$ cat src/rtl/calPkg.sv
package calPkg;

  typedef struct packed {
    logic loadNow;
    logic secTick;
    logic testPhase;
  } calStrobeT;

  localparam logic [7:0] SEC_MASK   = 8'h7F;
  localparam logic [7:0] MIN_MASK   = 8'h7F;
  localparam logic [7:0] HOUR_MASK  = 8'h3F;
  localparam logic [7:0] DAY_MASK   = 8'h07;
  localparam logic [7:0] DATE_MASK  = 8'h3F;
  localparam logic [7:0] MONTH_MASK = 8'h1F;

  // Next BCD value, wrapping from lastVal to firstVal
  function automatic logic [7:0] bcdNext(input logic [7:0] v,
                                         input logic [7:0] lastVal,
                                         input logic [7:0] firstVal);
    logic [7:0] r;
    if (v == lastVal)        r = firstVal;
    else if (v[3:0] == 4'h9) r = {v[7:4] + 4'd1, 4'h0};
    else                     r = {v[7:4], v[3:0] + 4'd1};
    return r;
  endfunction

  // Divisible by four, read straight from the BCD digits
  function automatic logic isLeap(input logic [7:0] yr);
    logic r;
    if (!yr[4]) r = (yr[3:0] == 4'h0) || (yr[3:0] == 4'h4) || (yr[3:0] == 4'h8);
    else        r = (yr[3:0] == 4'h2) || (yr[3:0] == 4'h6);
    return r;
  endfunction

  function automatic logic [7:0] monthLast(input logic [7:0] mon, input logic leap);
    logic [7:0] r;
    case (mon)
      8'h02:                      r = leap ? 8'h29 : 8'h28;
      8'h04, 8'h06, 8'h09, 8'h11: r = 8'h30;
      default:                    r = 8'h31;
    endcase
    return r;
  endfunction

endpackage

$ cat src/rtl/calCtrl.sv
module calCtrl
  import calPkg::*;
#(
  parameter int TICK_DIV = 32768,
  parameter int TEST_DIV = 64
) (
  input  logic      clk,
  input  logic      rstN,
  input  logic      tick32k,
  input  logic      loadEn,
  input  logic      stopped,
  output calStrobeT strb
);
  localparam int CNT_W = $clog2(TICK_DIV);
  localparam logic [CNT_W-1:0] CNT_LAST  = CNT_W'(TICK_DIV - 1);
  localparam logic [CNT_W-1:0] TEST_MASK = CNT_W'(TEST_DIV - 1);

  logic [CNT_W-1:0] preCnt;
  logic             testPhase;
  logic             runEn;
  logic             testHit;

  assign runEn   = tick32k && !stopped && !loadEn;
  assign testHit = (preCnt & TEST_MASK) == TEST_MASK;

  always_ff @(posedge clk) begin
    if (!rstN) begin
      preCnt    <= '0;
      testPhase <= 1'b0;
    end else if (loadEn) begin
      preCnt    <= '0;
      testPhase <= 1'b0;
    end else if (runEn) begin
      preCnt <= (preCnt == CNT_LAST) ? '0 : preCnt + CNT_W'(1);
      if (testHit) testPhase <= ~testPhase;
    end
  end

  always_comb begin
    strb.loadNow   = loadEn;
    strb.secTick   = runEn && (preCnt == CNT_LAST);
    strb.testPhase = testPhase;
  end


  load_clears_prescaler_chk: assert property (@(posedge clk) disable iff (!rstN)
    loadEn |=> (preCnt == '0) && !testPhase);


  halt_holds_prescaler_chk: assert property (@(posedge clk) disable iff (!rstN)
    (stopped && !loadEn) |=> $stable(preCnt) && $stable(testPhase));


  tick_restarts_count_chk: assert property (@(posedge clk) disable iff (!rstN)
    strb.secTick |=> (preCnt == '0));

endmodule

$ cat src/rtl/calDatapath.sv
module calDatapath
  import calPkg::*;
(
  input  logic       clk,
  input  logic       rstN,
  input  calStrobeT  strb,
  input  logic [7:0] ldSec,
  input  logic [7:0] ldMin,
  input  logic [7:0] ldHour,
  input  logic [7:0] ldDay,
  input  logic [7:0] ldDate,
  input  logic [7:0] ldMonth,
  input  logic [7:0] ldYear,
  output logic       stopped,
  output logic [7:0] secOut,
  output logic [7:0] minOut,
  output logic [7:0] hourOut,
  output logic [7:0] dayOut,
  output logic [7:0] dateOut,
  output logic [7:0] monthOut,
  output logic [7:0] yearOut
);
  logic [7:0] secReg, minReg, hourReg, dayReg, dateReg, monthReg, yearReg;
  logic       haltReg, testReg;
  logic [7:0] lastDate;
  logic       secWrap, minWrap, hourWrap, dateWrap, monthWrap;

  always_comb begin
    lastDate  = monthLast(monthReg, isLeap(yearReg));
    secWrap   = secReg == 8'h59;
    minWrap   = secWrap && (minReg == 8'h59);
    hourWrap  = minWrap && (hourReg == 8'h23);
    dateWrap  = hourWrap && (dateReg == lastDate);
    monthWrap = dateWrap && (monthReg == 8'h12);
  end

  always_ff @(posedge clk) begin
    if (!rstN) begin
      secReg   <= 8'h00;
      haltReg  <= 1'b1;
      minReg   <= 8'h00;
      hourReg  <= 8'h00;
      dayReg   <= 8'h01;
      testReg  <= 1'b0;
      dateReg  <= 8'h01;
      monthReg <= 8'h01;
      yearReg  <= 8'h00;
    end else if (strb.loadNow) begin
      secReg   <= ldSec & SEC_MASK;
      haltReg  <= ldSec[7];
      minReg   <= ldMin & MIN_MASK;
      hourReg  <= ldHour & HOUR_MASK;
      dayReg   <= ldDay & DAY_MASK;
      testReg  <= ldDay[6];
      dateReg  <= ldDate & DATE_MASK;
      monthReg <= ldMonth & MONTH_MASK;
      yearReg  <= ldYear;
    end else if (strb.secTick) begin
      secReg <= bcdNext(secReg, 8'h59, 8'h00);
      if (secWrap)  minReg  <= bcdNext(minReg, 8'h59, 8'h00);
      if (minWrap)  hourReg <= bcdNext(hourReg, 8'h23, 8'h00);
      if (hourWrap) begin
        dayReg  <= bcdNext(dayReg, 8'h07, 8'h01);
        dateReg <= bcdNext(dateReg, lastDate, 8'h01);
      end
      if (dateWrap)  monthReg <= bcdNext(monthReg, 8'h12, 8'h01);
      if (monthWrap) yearReg  <= bcdNext(yearReg, 8'h99, 8'h00);
    end
  end

  assign stopped  = haltReg;
  assign secOut   = {haltReg, secReg[6:1],
                     secReg[0] ^ (testReg && !haltReg && strb.testPhase)};
  assign minOut   = minReg;
  assign hourOut  = hourReg;
  assign dayOut   = {1'b0, testReg, 3'b000, dayReg[2:0]};
  assign dateOut  = dateReg;
  assign monthOut = monthReg;
  assign yearOut  = yearReg;


  halt_freezes_time_chk: assert property (@(posedge clk) disable iff (!rstN)
    (haltReg && !strb.loadNow) |=> $stable(secReg) && $stable(minReg) &&
      $stable(hourReg) && $stable(dateReg) && $stable(monthReg) && $stable(yearReg));


  sec_digits_valid_chk: assert property (@(posedge clk) disable iff (!rstN)
    (secReg[3:0] <= 4'h9) && (secReg <= 8'h59) && (minReg <= 8'h59) && (hourReg <= 8'h23));


  date_wrap_moves_month_chk: assert property (@(posedge clk) disable iff (!rstN)
    (strb.secTick && !strb.loadNow && hourWrap && dateReg == lastDate)
      |=> (dateReg == 8'h01) && (monthReg != $past(monthReg)));


  weekday_wrap_chk: assert property (@(posedge clk) disable iff (!rstN)
    (strb.secTick && !strb.loadNow && hourWrap && dayReg == 8'h07) |=> (dayReg == 8'h01));

endmodule

$ cat src/rtl/bcd_calendar_chain.sv
module bcd_calendar_chain
  import calPkg::*;
#(
  parameter int TICK_DIV = 32768,
  parameter int TEST_DIV = 64
) (
  input  logic       clk,
  input  logic       rstN,
  input  logic       tick32k,
  input  logic       loadEn,
  input  logic [7:0] ldSec,
  input  logic [7:0] ldMin,
  input  logic [7:0] ldHour,
  input  logic [7:0] ldDay,
  input  logic [7:0] ldDate,
  input  logic [7:0] ldMonth,
  input  logic [7:0] ldYear,
  output logic [7:0] secOut,
  output logic [7:0] minOut,
  output logic [7:0] hourOut,
  output logic [7:0] dayOut,
  output logic [7:0] dateOut,
  output logic [7:0] monthOut,
  output logic [7:0] yearOut
);
  calStrobeT strb;
  logic      stopped;

  calCtrl #(.TICK_DIV(TICK_DIV), .TEST_DIV(TEST_DIV)) uCtrl (
    .clk(clk), .rstN(rstN), .tick32k(tick32k), .loadEn(loadEn),
    .stopped(stopped), .strb(strb)
  );

  calDatapath uData (
    .clk(clk), .rstN(rstN), .strb(strb),
    .ldSec(ldSec), .ldMin(ldMin), .ldHour(ldHour), .ldDay(ldDay),
    .ldDate(ldDate), .ldMonth(ldMonth), .ldYear(ldYear),
    .stopped(stopped),
    .secOut(secOut), .minOut(minOut), .hourOut(hourOut), .dayOut(dayOut),
    .dateOut(dateOut), .monthOut(monthOut), .yearOut(yearOut)
  );

endmodule

$ cat config.mk
export PLATFORM = sky130hd
export DESIGN_NAME = bcd_calendar_chain
export DESIGN_NICKNAME = d
export VERILOG_FILES = /design/src/rtl/calPkg.sv /design/src/rtl/calCtrl.sv /design/src/rtl/calDatapath.sv /design/src/rtl/bcd_calendar_chain.sv
export SDC_FILE = /design/constraint.sdc
export NUM_CORES = 1
export LEC_CHECK = 0
export BUFFER_PORTS_ARGS = -buffer_cell sky130_fd_sc_hd__buf_2
export CORE_ASPECT_RATIO = 1.4
export CORE_UTILIZATION = 54
export DETAILED_ROUTE_END_ITERATION = 7
export PLACE_DENSITY = 0.86
export SETUP_SLACK_MARGIN = 0.4
export SLEW_MARGIN = 20
export SYNTH_ARGS = -nofsm -noshare
export SYNTH_HDL_FRONTEND = slang
export SYNTH_SLANG_ARGS = --single-unit
$ cat constraint.sdc
create_clock -name clk -period 3 [get_ports clk]
set_clock_uncertainty 0.15 [all_clocks]
set_input_delay 0.3 -clock clk [delete_from_list [all_inputs] [get_ports clk]]
set_output_delay 0.3 -clock clk [all_outputs]
set_load 0.01 [all_outputs]
==> Word-level counts from Yosys, hierarchy flattened <==
Cells that the tools add are included.
W data, S select, Z words.
{ "op_classes": {"addsub": 15, "n_eq_ne": 25, "n_reduce_logical": 54, "bitwise": 3, "mux": 38} }
{ "ops": {"columns": ["operator", "count"], "rows": [
  ["$mux W8", 17],
  ["$add A4 B1 Y4 const B", 14],
  ["$mux W6", 6],
  ["$mux W7", 5],
  ["$eq A4 B4 Y1 const B", 8],
  ["$reduce_and A3 Y1", 10],
  ["$eq A8 B3 Y1 const B", 3],
  ["$reduce_bool A2 Y1", 12],
  ["$reduce_and A2 Y1", 9],
  ["$reduce_bool A3 Y1", 6],
  ["$eq A8 B5 Y1 const B", 2],
  ["$eq A8 B7 Y1 const B", 2],
  ["$pmux W8 S2", 1],
  ["$add A15 B1 Y15 const B", 1],
  ["$eq A15 B15 Y1 const B", 1],
  ["$mux W15", 1],
  ["$mux W5", 3],
  ["$logic_and A1 B1 Y1", 9],
  ["$mux W3", 3],
  ["$eq A4 B3 Y1 const B", 2],
  ["$eq A8 B2 Y1 const B", 1],
  ["$eq A8 B4 Y1 const B", 1],
  ["$eq A8 B6 Y1 const B", 1],
  ["$eq A8 B8 Y1", 1],
  ["other kinds (11)", 16]
]} }
{ "totals": {"output_inout_bits": 56, "word_cells": 159, "ff_bits": 74, "inputBits": 60} }

==> Depth between registers and ports, before layout <==
Gate-level depths: netlist of run 1.
{ "depth": {"depth_word": 12, "mapped_depth": 11, "mapped_depth_nobuf": 8} }

==> By module <==
A second synthesis of run 1 with hierarchy kept.
{ "hier_totals": {"hier_cells": 565, "area_unflattened_um2": 4593.2} }
{ "by_module_without_submodules": {"columns": ["mod", "seq_area_each_um2", "cells_each", "area_each_um2", "instances"], "rows": [
  ["calDatapath", 1161.1, 480, 3842.4, 1],
  ["calCtrl", 320.3, 85, 750.7, 1]
]} }

==> Worst setup path after synthesis of run 1 <==
OpenSTA, ideal clock, no wires.
{ "synth_path": {"path_kind": "register to register", "from": "reg uData.monthReg[4] (netlist: uData.monthOut[4])", "to": "reg uData.dateReg[1] (netlist: uData.dateOut[1])", "setup_ns": 0.070, "required_time_ns": 2.780, "path_stages_with_launch": 10, "t_arrival_ns": 2.458, "slack_ns": 0.322, "synth_period_minus_slack_ns": 2.678, "n_path_buf": 1, "path_cell_list": "dfxtp_1 -> inv_1 -> ha_1 -> or3b_4 -> o32a_2 -> o31a_4 -> o21a_1 -> buf_6 -> or4_1 -> a21oi_1"} }
{ "synth_between": {"elab_chain_len": 8, "elab_cells_between_ends": 12, "cone_classes": "6 x eq/ne; 5 x mux; 1 x reduce/logical"} }
{ "synth_rtl": {"columns": ["item", "line", "source"], "rows": [
  ["from (decl)", "calDatapath.sv:23", "logic [7:0] secReg, minReg, hourReg, dayReg, dateReg, monthReg, yearReg;"],
  ["from (signal assigned)", "calDatapath.sv:56", "monthReg <= ldMonth & MONTH_MASK;"],
  ["from (signal assigned)", "calDatapath.sv:66", "if (dateWrap) monthReg <= bcdNext(monthReg, 8'h12, 8'h01);"],
  ["$eq A8 B3 Y1 (tied with other cells)", "calPkg.sv:37", "case (mon)"],
  ["$reduce_or A4 Y1", "calPkg.sv:37", null],
  ["$pmux W8 S2 *", "calPkg.sv:37", null],
  ["$eq A8 B8 Y1 *", "calPkg.sv:21", "if (v == lastVal) r = firstVal;"],
  ["$mux W8 *", "calPkg.sv:21", null],
  ["$mux W6 *", "calDatapath.sv:62", "if (hourWrap) begin"],
  ["$mux W6 *", "calDatapath.sv:58", "end else if (strb.secTick) begin"],
  ["$mux W6 *", "calDatapath.sv:48", "end else if (strb.loadNow) begin"],
  ["to (signal assigned)", "calDatapath.sv:55", "dateReg <= ldDate & DATE_MASK;"],
  ["to (signal assigned)", "calDatapath.sv:64", "dateReg <= bcdNext(dateReg, lastDate, 8'h01);"],
  ["to (decl)", "calDatapath.sv:23", null]
]} }
Every way passes the cells marked *; elsewhere a longest branch is shown, timed or not. The select of a mux whose other input is x is not followed.
A chain may end at the register's enable or synchronous reset.

==> Worst setup path after layout of run 1 <==
{ "layout_path": {"from": "reg uData.monthReg[5] (netlist: uData.monthOut[5])", "to": "reg uData.dateReg[6] (netlist: uData.dateOut[6])"} }
{ "layout_between": {"elab_chain_len": 6, "elab_cells_between_ends": 11, "cone_classes": "6 x eq/ne; 2 x mux; 3 x reduce/logical"} }
{ "layout_rtl": {"columns": ["item", "line"], "rows": [
  ["$eq A8 B3 Y1 (tied with other cells)", "calPkg.sv:37"],
  ["$reduce_or A4 Y1", "calPkg.sv:37"],
  ["$pmux W8 S2 *", "calPkg.sv:37"],
  ["$eq A8 B8 Y1 *", "calPkg.sv:21"],
  ["$reduce_bool A2 Y1 (no source line)", null],
  ["$reduce_and A3 Y1 (no source line)", null]
]} }
Every way passes the cells marked *; elsewhere a longest branch is shown, timed or not.

==> reports/metrics.cfg, run 1 <==
[setup_path]
reg2reg_slack_ps=320
crit_buf_inv=2
crit_chain=inv_4 -> ha_4 -> or3b_4 -> buf_4 -> o211ai_1 -> a21oi_1 -> mux2_4 -> or4_1 -> a31oi_1
cp.required_ps=3120
crit_path_max_fanout=3
crit_path_end_kind=register
critical_path_class=reg -> reg
worst_path_largest_cell_delay_ps=510
critPathLaunchType=register
crit_slowest_cell=or4_1
cp.arrival_ps=2800
crit_family=simple AND/OR/NAND/NOR gates

[clocking]
cts_buffer_depth=2
cts_buffers=9
htree_levels=3
clk_latency_ps=350
cts_tree=built
cts_sinks=74
root_buffer=clkbuf_16
clk_pin_slew_worst_paths_ps=60

[place]
post-place-ws_ps=223
io_buffers=99
place_area_mm2=0.00528
gp_congestion=0.900
dp_hpwl_mm=9.66

[cells_and_area]
final_cell_mix=99 x buf_2, 69 x dfxtp_1, 67 x nor2_1
final_common_cell=buf_2
nFillCells=677
layout-drive-gt1-share=0.274
syn_to_final_growth_pct=21.3
fin_nets=768
insertedDiodeCount=0
finalInstanceArea_mm2=0.00577

[power]
power.total_w=0.00245
vdd_ir_drop_max_v=0.000376
leakagePower_nw=2.42
p_per_area_mw_per_mm2=425

[floorplanning]
rows=40
die_h_um=113
die_area_mm2=0.00920
coreArea_mm2=0.00856
io_pins=116
start_util=0.556
die_w_um=81.4

[outcome]
status=finished clean

[logic_synthesis]
synth.area.top_cells=dfxtp_1 31%, ha_1 6.0%, nor2_1 5.3%
synth_top_area_cell=dfxtp_1
synth_area_per_cell_um2=8.08
synth_edf_count=0
synthMuxAreaShare=0.0286
yosysSeqAreaShare=0.311
ys_warn_count=0
synth_top_family_by_area=simple AND/OR/NAND/NOR gates
synth_xor_area_frac=0.0386
synth-async-reset-ratio=0
synth_compound_gate_area_share=0.197
ys_types=79
synth_area_mm2=0.00476
netlist_instances=589
synthDominantCellAreaShare=0.311
ys.flop_type=dfxtp_1
synth-seq-cells=74
yosys.area_share.simple=0.291
synth_fa_ha_area_frac=0.0604

[detailed_routing]
drt-vias-per-instance=6.27
wirelength_mm=13.8
antenna_left=0
drt_iter0_drc=395
wl_per_cell_um=17.4
num_vias=4985
first_pass_iters=5
drc=0

[global_route]
grt-ovfl-total=0
grt_pass1_wl_mm=21.9
grt_pass1_vias=4859
grt_antenna_before_repair=0
grt_max_degree=39
grt_usage=0.309

[sta]
hold_viol=0
max-slew-margin-rel=0.474
maxSlewViolCount=0
tns_ps=0
fin_ws_ps=322
setup-violations-final=0
rsz0062_at_grt=true
finalCriticalPeriod_ps=2680
max_clock_freq_mhz=373
fin_crit_sh=0.893
worst_pin_slew_ps=786

[min_path]
worst_hold_path_type=in -> reg

[flow_run]
drv_cap=0

-- state kept, by name, summed over array words and instances (netlist names) --
name and flops:
uData.hourOut 8, uData.monthOut 8, uData.dayReg 8, uData.stopped 1, uCtrl.testPhase 1, uData.yearOut 8
uCtrl.preCnt 15, uData.minOut 8, uData.dateOut 8, uData.testReg 1, uData.secReg 8
-- logic make-up (layout without fill, tap and decap cells) --
group                    count (synthesis)  after routing
AO/OA/AOI/OAI                          132            132
XOR/XNOR                                21             21
adder cells (fa/ha/maj)                 23             23
buffers and inverters                   69            167
flip-flops                              74             74
multiplexers                            13             13
other                                    1              4
AND/OR/NAND/NOR                        256            256
-- worst register-to-register path, stage by stage, from the launching register on --
cell and delay (ps):
dfxtp_4 350, inv_4 60, ha_4 120, or3b_4 410, buf_4 160, o211ai_1 280, a21oi_1 130, mux2_4 290
or4_1 510, a31oi_1 130
-- layout make-up --
| type | instances | area [µm²] | share of cell area |
|---|---|---|---|
| flip-flops and latches | 74 | 1490 | 0.259 |
| repair buffers | 128 | 724 | 0.125 |
| inverters | 23 | 91.3 | 0.0158 |
| clock inverters | 6 | 32.5 | 0.00563 |
| well taps | 105 | 131 | 0.0228 |
| clock buffers | 10 | 239 | 0.0414 |
| multi-input cells | 449 | 3060 | 0.530 |
-- final timing paths --
check,from,end,cells past startpoint
worst max-delay path,uData.monthOut[5]$_SDFFE_PP0P_,uData.dateOut[6]$_SDFFE_PP0P_,9
worst min-delay path,ldMin[3],uData.minOut[3]$_SDFFE_PN0P_,2
worst max register to register,uData.monthOut[5]$_SDFFE_PP0P_,uData.dateOut[6]$_SDFFE_PP0P_,9
worst min register to register,uCtrl.preCnt[1]$_SDFFE_PP0P_,uCtrl.preCnt[1]$_SDFFE_PP0P_,2
-- through the flow --
stage	std cells	hold slack (ps)	utilization
CTS	791	29.4	0.663
global placement	766	327	0.617
global route	795	29.5	0.675
floorplan	592	288	-
detailed placement	766	347	0.617
finish	795	32.9	0.675
-- power by group --
| part | switching [W] | internal, W | total, W | leakage, nW |
|---|---|---|---|---|
| clock | 0.000420 | 0.000574 | 0.000994 | 0.138 |
| combinational | 0.000204 | 0.000162 | 0.000367 | 1.67 |
| sequential | 0.0000670 | 0.00102 | 0.00109 | 0.609 |
-- cell usage after synthesis, drive strengths merged (5+ instances only) --
cell type	number
inv	22
a31oi	5
nor2	67
buf	23
mux2i	11
o21ai	30
nor4	7
nand3b	8
nand3	32
nand2b	5
a21oi	30
xnor2	7
ha	23
and3	11
dfxtp	74
nand2	50
nor3	15
or3	6
clkbuf	23
a211oi	7
o211ai	7
and3b	5
xor2	14
or4	7
nand4	13
-- repair_timing --
action / in CTS / in global routing
endpoints found under the hold margin: 0 / 0
resized for setup: 19 / 20
setup endpoints to repair: 12 / 21
hold buffers: 0 / 0
pin swaps: 14 / 14
setup buffers: 9 / 4
-- routing by layer --
metal  track usage  share of wire  routed length (µm)  vias up
met5             0              0                   0        -
met4         0.213          0.045                 630        0
met3        0.0734          0.066                 907       51
met2         0.544           0.52                7220      228
met1         0.310           0.37                5090     2372
li1              -              -                   -     2334
Note: power is estimated with default switching activity, not from simulation.
==> run 2: changes to the inputs <==
Settings changed: CORE_UTILIZATION 54 to 56, CTS_BUF_LIST set to sky130_fd_sc_hd__clkbuf_4, PLACE_DENSITY 0.86 to 0.88.
==> reports/metrics.cfg, run 2 (synthesis results as in run 1) <==
[power]
power.total_w=0.00234  ; -4.5%
vdd_ir_drop_max_v=0.000347  ; -7.7%
leakagePower_nw=2.58  ; +6.4%
p_per_area_mw_per_mm2=380  ; -10%

[place]
place_area_mm2=0.00527  ; about the same
dp_hpwl_mm=9.44  ; -2.3%
gp_congestion=0.877  ; -2.6%
io_buffers=99  ; unchanged
dp_cells=763  ; -0.39%

[outcome]
status=finished clean

[cells_and_area]
syn_to_final_growth_pct=29.4
final_util=0.751  ; +0.0765
finalInstanceArea_mm2=0.00616  ; +6.7%
fin_cells=836  ; +5.2%
final_cell_mix=99 x buf_2, 70 x dfxtp_1, 67 x nor2_1
largest_reg_flops=15  ; unchanged
insertedDiodeCount=0  ; unchanged
final_common_cell=buf_2
regMostFlops=uCtrl.preCnt
layout-drive-gt1-share=0.272  ; -0.00143
fin_nets=812  ; +5.7%

[setup_path]
critical_path_class=reg -> reg
crit_path_end_kind=register
crit_path_start=uData.monthOut[5]$_SDFFE_PP0P_
cp.arrival_ps=3000  ; +200 ps
crit_path_max_fanout=6  ; +3
crit_slowest_cell=or4_1
reg2reg_slack_ps=260  ; -60 ps
r2r_start=uData.monthOut[5]$_SDFFE_PP0P_
crit_family=compound AO/OA/AOI/OAI gates
cp.required_ps=3260  ; +140 ps
crit_buf_inv=1  ; -1
reg2reg_to=uData.dateOut[1]$_SDFFE_PN0P_
worst_path_largest_cell_delay_ps=520  ; about the same
critical_path_depth=8  ; -1
reg2regPathDepth=8  ; -1
crit_chain=inv_4 -> ha_4 -> or3b_4 -> o32a_4 -> o31a_4 -> o21a_4 -> or4_1 -> a21oi_2
critPathLaunchType=register

[clocking]
htree_levels=3  ; unchanged
root_buffer=clkbuf_4
cts_tree=built
clk_pin_slew_worst_paths_ps=150  ; +90 ps
clk_latency_ps=480  ; +130 ps
cts_buffer_depth=2  ; unchanged
cts_sinks=74  ; unchanged
cts_buffers=9  ; unchanged

[global_route]
grt_max_degree=39  ; unchanged
grt_usage=0.340  ; +0.0314
grt-ovfl-total=0  ; unchanged
grt_antenna_before_repair=0  ; unchanged
grt_pass1_vias=5141  ; +5.8%
grt_pass1_wl_mm=23.6  ; +7.7%

[detailed_routing]
drt-vias-per-instance=6.53  ; +4.1%
drc=0  ; unchanged
wl_per_cell_um=18.7  ; +7.5%
wirelength_mm=15.7  ; +13%
drt_iter0_drc=586  ; +48%
num_vias=5459  ; +9.5%
antenna_left=0  ; unchanged
first_pass_iters=8  ; +3

[sta]
finalCriticalPeriod_ps=2740  ; +58.4 ps
maxSlewViolCount=0  ; unchanged
max_clock_freq_mhz=365  ; -2.1%
worst_pin_slew_ps=953  ; +167 ps
fin_crit_sh=0.912  ; +0.0195
setup-violations-final=0  ; unchanged
rsz0062_at_grt=true
max-slew-margin-rel=0.362  ; -0.112
tns_ps=0  ; unchanged
hold_viol=0  ; unchanged

[floorplanning]
die_area_mm2=0.00888  ; -3.5%
coreArea_mm2=0.00820  ; -4.2%
die_h_um=111  ; -1.8%
io_pins=116  ; unchanged
start_util=0.581  ; +0.0245
die_w_um=79.9  ; -1.8%
rows=39  ; -2.5%

[min_path]
whs_endpoint=uData.monthOut[2]$_SDFFE_PN0P_
min_path_cells=3  ; +1
hold_path_startpoint=ldMonth[2]
worst_hold_path_type=in -> reg

[flow_run]
drv_cap=0  ; unchanged

-- run 2: power by group --
| group | leakage, nW | switching, W | internal, W | total [W] |
|---|---|---|---|---|
| sequential | 0.609 | 0.0000702 | 0.00102 | 0.00109 |
| clock | 0.0999 | 0.000397 | 0.000421 | 0.000818 |
| combinational | 1.87 | 0.000227 | 0.000203 | 0.000430 |
| total | 2.58 | 0.000695 | 0.00165 | 0.00234 |
-- run 2: worst max path at each step --
stage | endpoint
after floorplan | uData.dateOut[1]$_SDFFE_PN0P_
after global placement | uData.dateOut[2]$_SDFFE_PN0P_
after detailed placement | uData.dateOut[1]$_SDFFE_PN0P_
after CTS | uData.dateOut[1]$_SDFFE_PN0P_
after global routing | uData.dateOut[5]$_SDFFE_PN0P_
final | uData.dateOut[1]$_SDFFE_PN0P_
-- run 2: cell type report --
type	count	area [µm²]
Multi-Input combinational cell	450	3110
Clock inverter	7	118
Clock buffer	9	67.6
Timing Repair Buffer	171	1150
Sequential cell	74	1490
Tap cell	102	128
Inverter	23	91.3
Fill cell	562	2040
-- run 2: worst reg2reg max path, delay by kind of cell, from the launching register on --
| kind | cells | cell delay [ps] |
|---|---|---|
| compound gates | 4 | 1000 |
| fa+ha+maj | 1 | 130 |
| buf+inv | 1 | 80 |
| flops | 1 | 370 |
| simple gates | 2 | 940 |
-- run 2: stage by stage --
stage               hold WS [ps]  setup slack [ps]
floorplan                    288               392
global placement             326               279
detailed placement           341               199
CTS                         2.13               324
global route                7.48               229
finish                      16.0               264
-- run 2: metal layers --
metal  up-vias  global-route usage  routed length, µm
li1       2435                   -                  -
met1      2544               0.351               5460
met2       357               0.589               7710
met3       123              0.0765               1340
met4         0               0.242               1140
met5         -                   0                  0
-- run 2: timing repair --
item / CTS / global route
resized for setup: 16 / 30
setup endpoints to repair: 14 / 28
gates cloned: 1 / 0
setup buffers: 13 / 8
hold endpoints to repair: 35 / 0
hold buffers: 35 / 0
pin swaps: 15 / 18
==> run 3: changes to the inputs <==
Settings changed: CORE_ASPECT_RATIO 1.4 to not set, CORE_UTILIZATION 56 to 50, CTS_CLUSTER_SIZE set to 8, PLACE_DENSITY 0.88 to 0.8.
==> reports/metrics.cfg, run 3 (synthesis results as in run 1) <==
[outcome]
status=finished clean

[sta]
fin_crit_sh=0.919  ; +0.00659
hold_viol=0  ; unchanged
max-slew-margin-rel=0.582  ; +0.219
worst_pin_slew_ps=619  ; -334 ps
rsz0062_at_grt=true
max_clock_freq_mhz=363  ; -0.72%
setup-violations-final=0  ; unchanged
finalCriticalPeriod_ps=2760  ; +19.8 ps
maxSlewViolCount=0  ; unchanged
tns_ps=0  ; unchanged

[setup_path]
crit_path_end_kind=register
cp.required_ps=3180  ; -80 ps
critPathLaunchType=register
crit_path_max_fanout=4  ; -2
cp.arrival_ps=2940  ; -60 ps
critical_path_class=reg -> reg

[flow_run]
drv_cap=0  ; unchanged

[clocking]
htree_levels=3  ; unchanged
cts_tree=built
cts_buffers=9  ; unchanged
clk_pin_slew_worst_paths_ps=120  ; -30 ps
cts_sinks=74  ; unchanged
cts_buffer_depth=2  ; unchanged
root_buffer=clkbuf_4
clk_latency_ps=430  ; -50 ps

[cells_and_area]
final_common_cell=buf_2
layout-drive-gt1-share=0.286  ; +0.0134
largest_reg_flops=15  ; unchanged
fin_nets=806  ; -0.74%
final_util=0.656  ; -0.0948
syn_to_final_growth_pct=27.4
regMostFlops=uCtrl.preCnt
final_cell_mix=99 x buf_2, 68 x dfxtp_1, 67 x nor2_1
fin_cells=854  ; +2.2%

[global_route]
grt_pass1_wl_mm=21.2  ; -10%
grt_antenna_before_repair=1  ; +1
grt-ovfl-total=0  ; unchanged
grt_pass1_vias=4594  ; -11%
grt_usage=0.266  ; -0.0742
grt_max_degree=39  ; unchanged

[detailed_routing]
antenna_left=0  ; unchanged
wirelength_mm=14.1  ; -9.8%
drc=0  ; unchanged
wl_per_cell_um=16.5  ; -12%
drt-vias-per-instance=5.95  ; -8.9%
first_pass_iters=5  ; -3
num_vias=5078  ; -7.0%
drt_iter0_drc=472  ; -19%

[power]
p_per_area_mw_per_mm2=330  ; -13%
leakagePower_nw=2.53  ; -1.7%
clockPowerShare=0.247  ; -0.102
vdd_ir_drop_max_v=0.000199  ; -43%
p_sw_frac=0.311  ; +0.0144
pwr-share-seq=0.546  ; +0.079
power.total_w=0.00200  ; -15%
power.switching_w=0.000622  ; -10%
pwr-share-comb=0.207  ; +0.023
p_int_w=0.00138  ; -16%

[place]
dp_hpwl_mm=8.95  ; -5.1%
dp_cells=789  ; +3.4%
gp_congestion=0.816  ; -6.9%
io_buffers=99  ; unchanged

[floorplanning]
die_h_um=99.6  ; -10%
die_w_um=99.6  ; +25%
start_util=0.515  ; -0.0655
rows=35  ; -10%
coreArea_mm2=0.00924  ; +13%
die_area_mm2=0.00992  ; +12%
io_pins=116  ; unchanged

[min_path]
worst_hold_path_type=in -> reg

run 3: metal layers:
layer  part of all wire  track usage
met1               0.43        0.336
met2               0.48        0.435
met4              0.032        0.148
met5                  0            0
met3              0.063       0.0408
run 3: stage by stage:
step | setup slack, ps | hold slack, ps | area (µm²)
4_1_cts | 346 | 5.99 | 5810
6_report | 244 | 17.8 | 6070
3_5_place_dp | 224 | 341 | 5300
5_1_grt | 213 | 19.9 | 6070
2_1_floorplan | 392 | 288 | 4790
3_3_place_gp | 296 | 321 | 5300
run 3: path summary, 6_finish.rpt:
kind                             startpoint                              to  slack [ps]  cells after the start
max          uData.monthOut[5]$_SDFFE_PP0P_  uData.monthOut[0]$_SDFFE_PN1P_         240                      9
min                               ldYear[2]   uData.yearOut[2]$_SDFFE_PN0P_          20                      3
max reg2reg  uData.monthOut[5]$_SDFFE_PP0P_  uData.monthOut[0]$_SDFFE_PN1P_         240                      9
min reg2reg    uCtrl.preCnt[1]$_SDFFE_PP0P_    uCtrl.preCnt[1]$_SDFFE_PP0P_         360                      2
run 3: what timing repair did:
action                                  CTS  global route
hold buffers                             26             0
hold endpoints to repair                 26             0
gates resized for setup                  21            34
pin swaps                                17            21
endpoints found under the setup margin   16            21
setup buffers                            12            14
run 3: power by group through the flow:
stage / Clock [W] / Sequential (W) / Combinational [W]
floorplan: 0 / 0.00110 / 0.000226
global placement: 0 / 0.00111 / 0.000326
detailed placement: 0 / 0.00111 / 0.000335
CTS: 0.000499 / 0.00109 / 0.000381
global route: 0.000540 / 0.00110 / 0.000448
finish: 0.000495 / 0.00109 / 0.000414
run 3: area by class of cell:
| cell class | instances | area [µm²] |
|---|---|---|
| antenna | 1 | 2.50 |
| tap | 129 | 161 |
| sequential | 74 | 1490 |
| clock buffer | 10 | 75.1 |
| clock inverter | 2 | 8.76 |
| timing repair buffer | 166 | 1090 |
| multi-input combinational | 449 | 3150 |
| inverter | 23 | 91.3 |
| fill | 763 | 3170 |
run 3: worst max-delay path, stage by stage, from the launching register on:
cell and delay (ps):
dfxtp_2 360, inv_4 70, ha_4 130, or3b_4 410
o32a_4 230, o31a_4 360, buf_4 160, o2111ai_2 330
nor2_1 130, a311oi_1 320
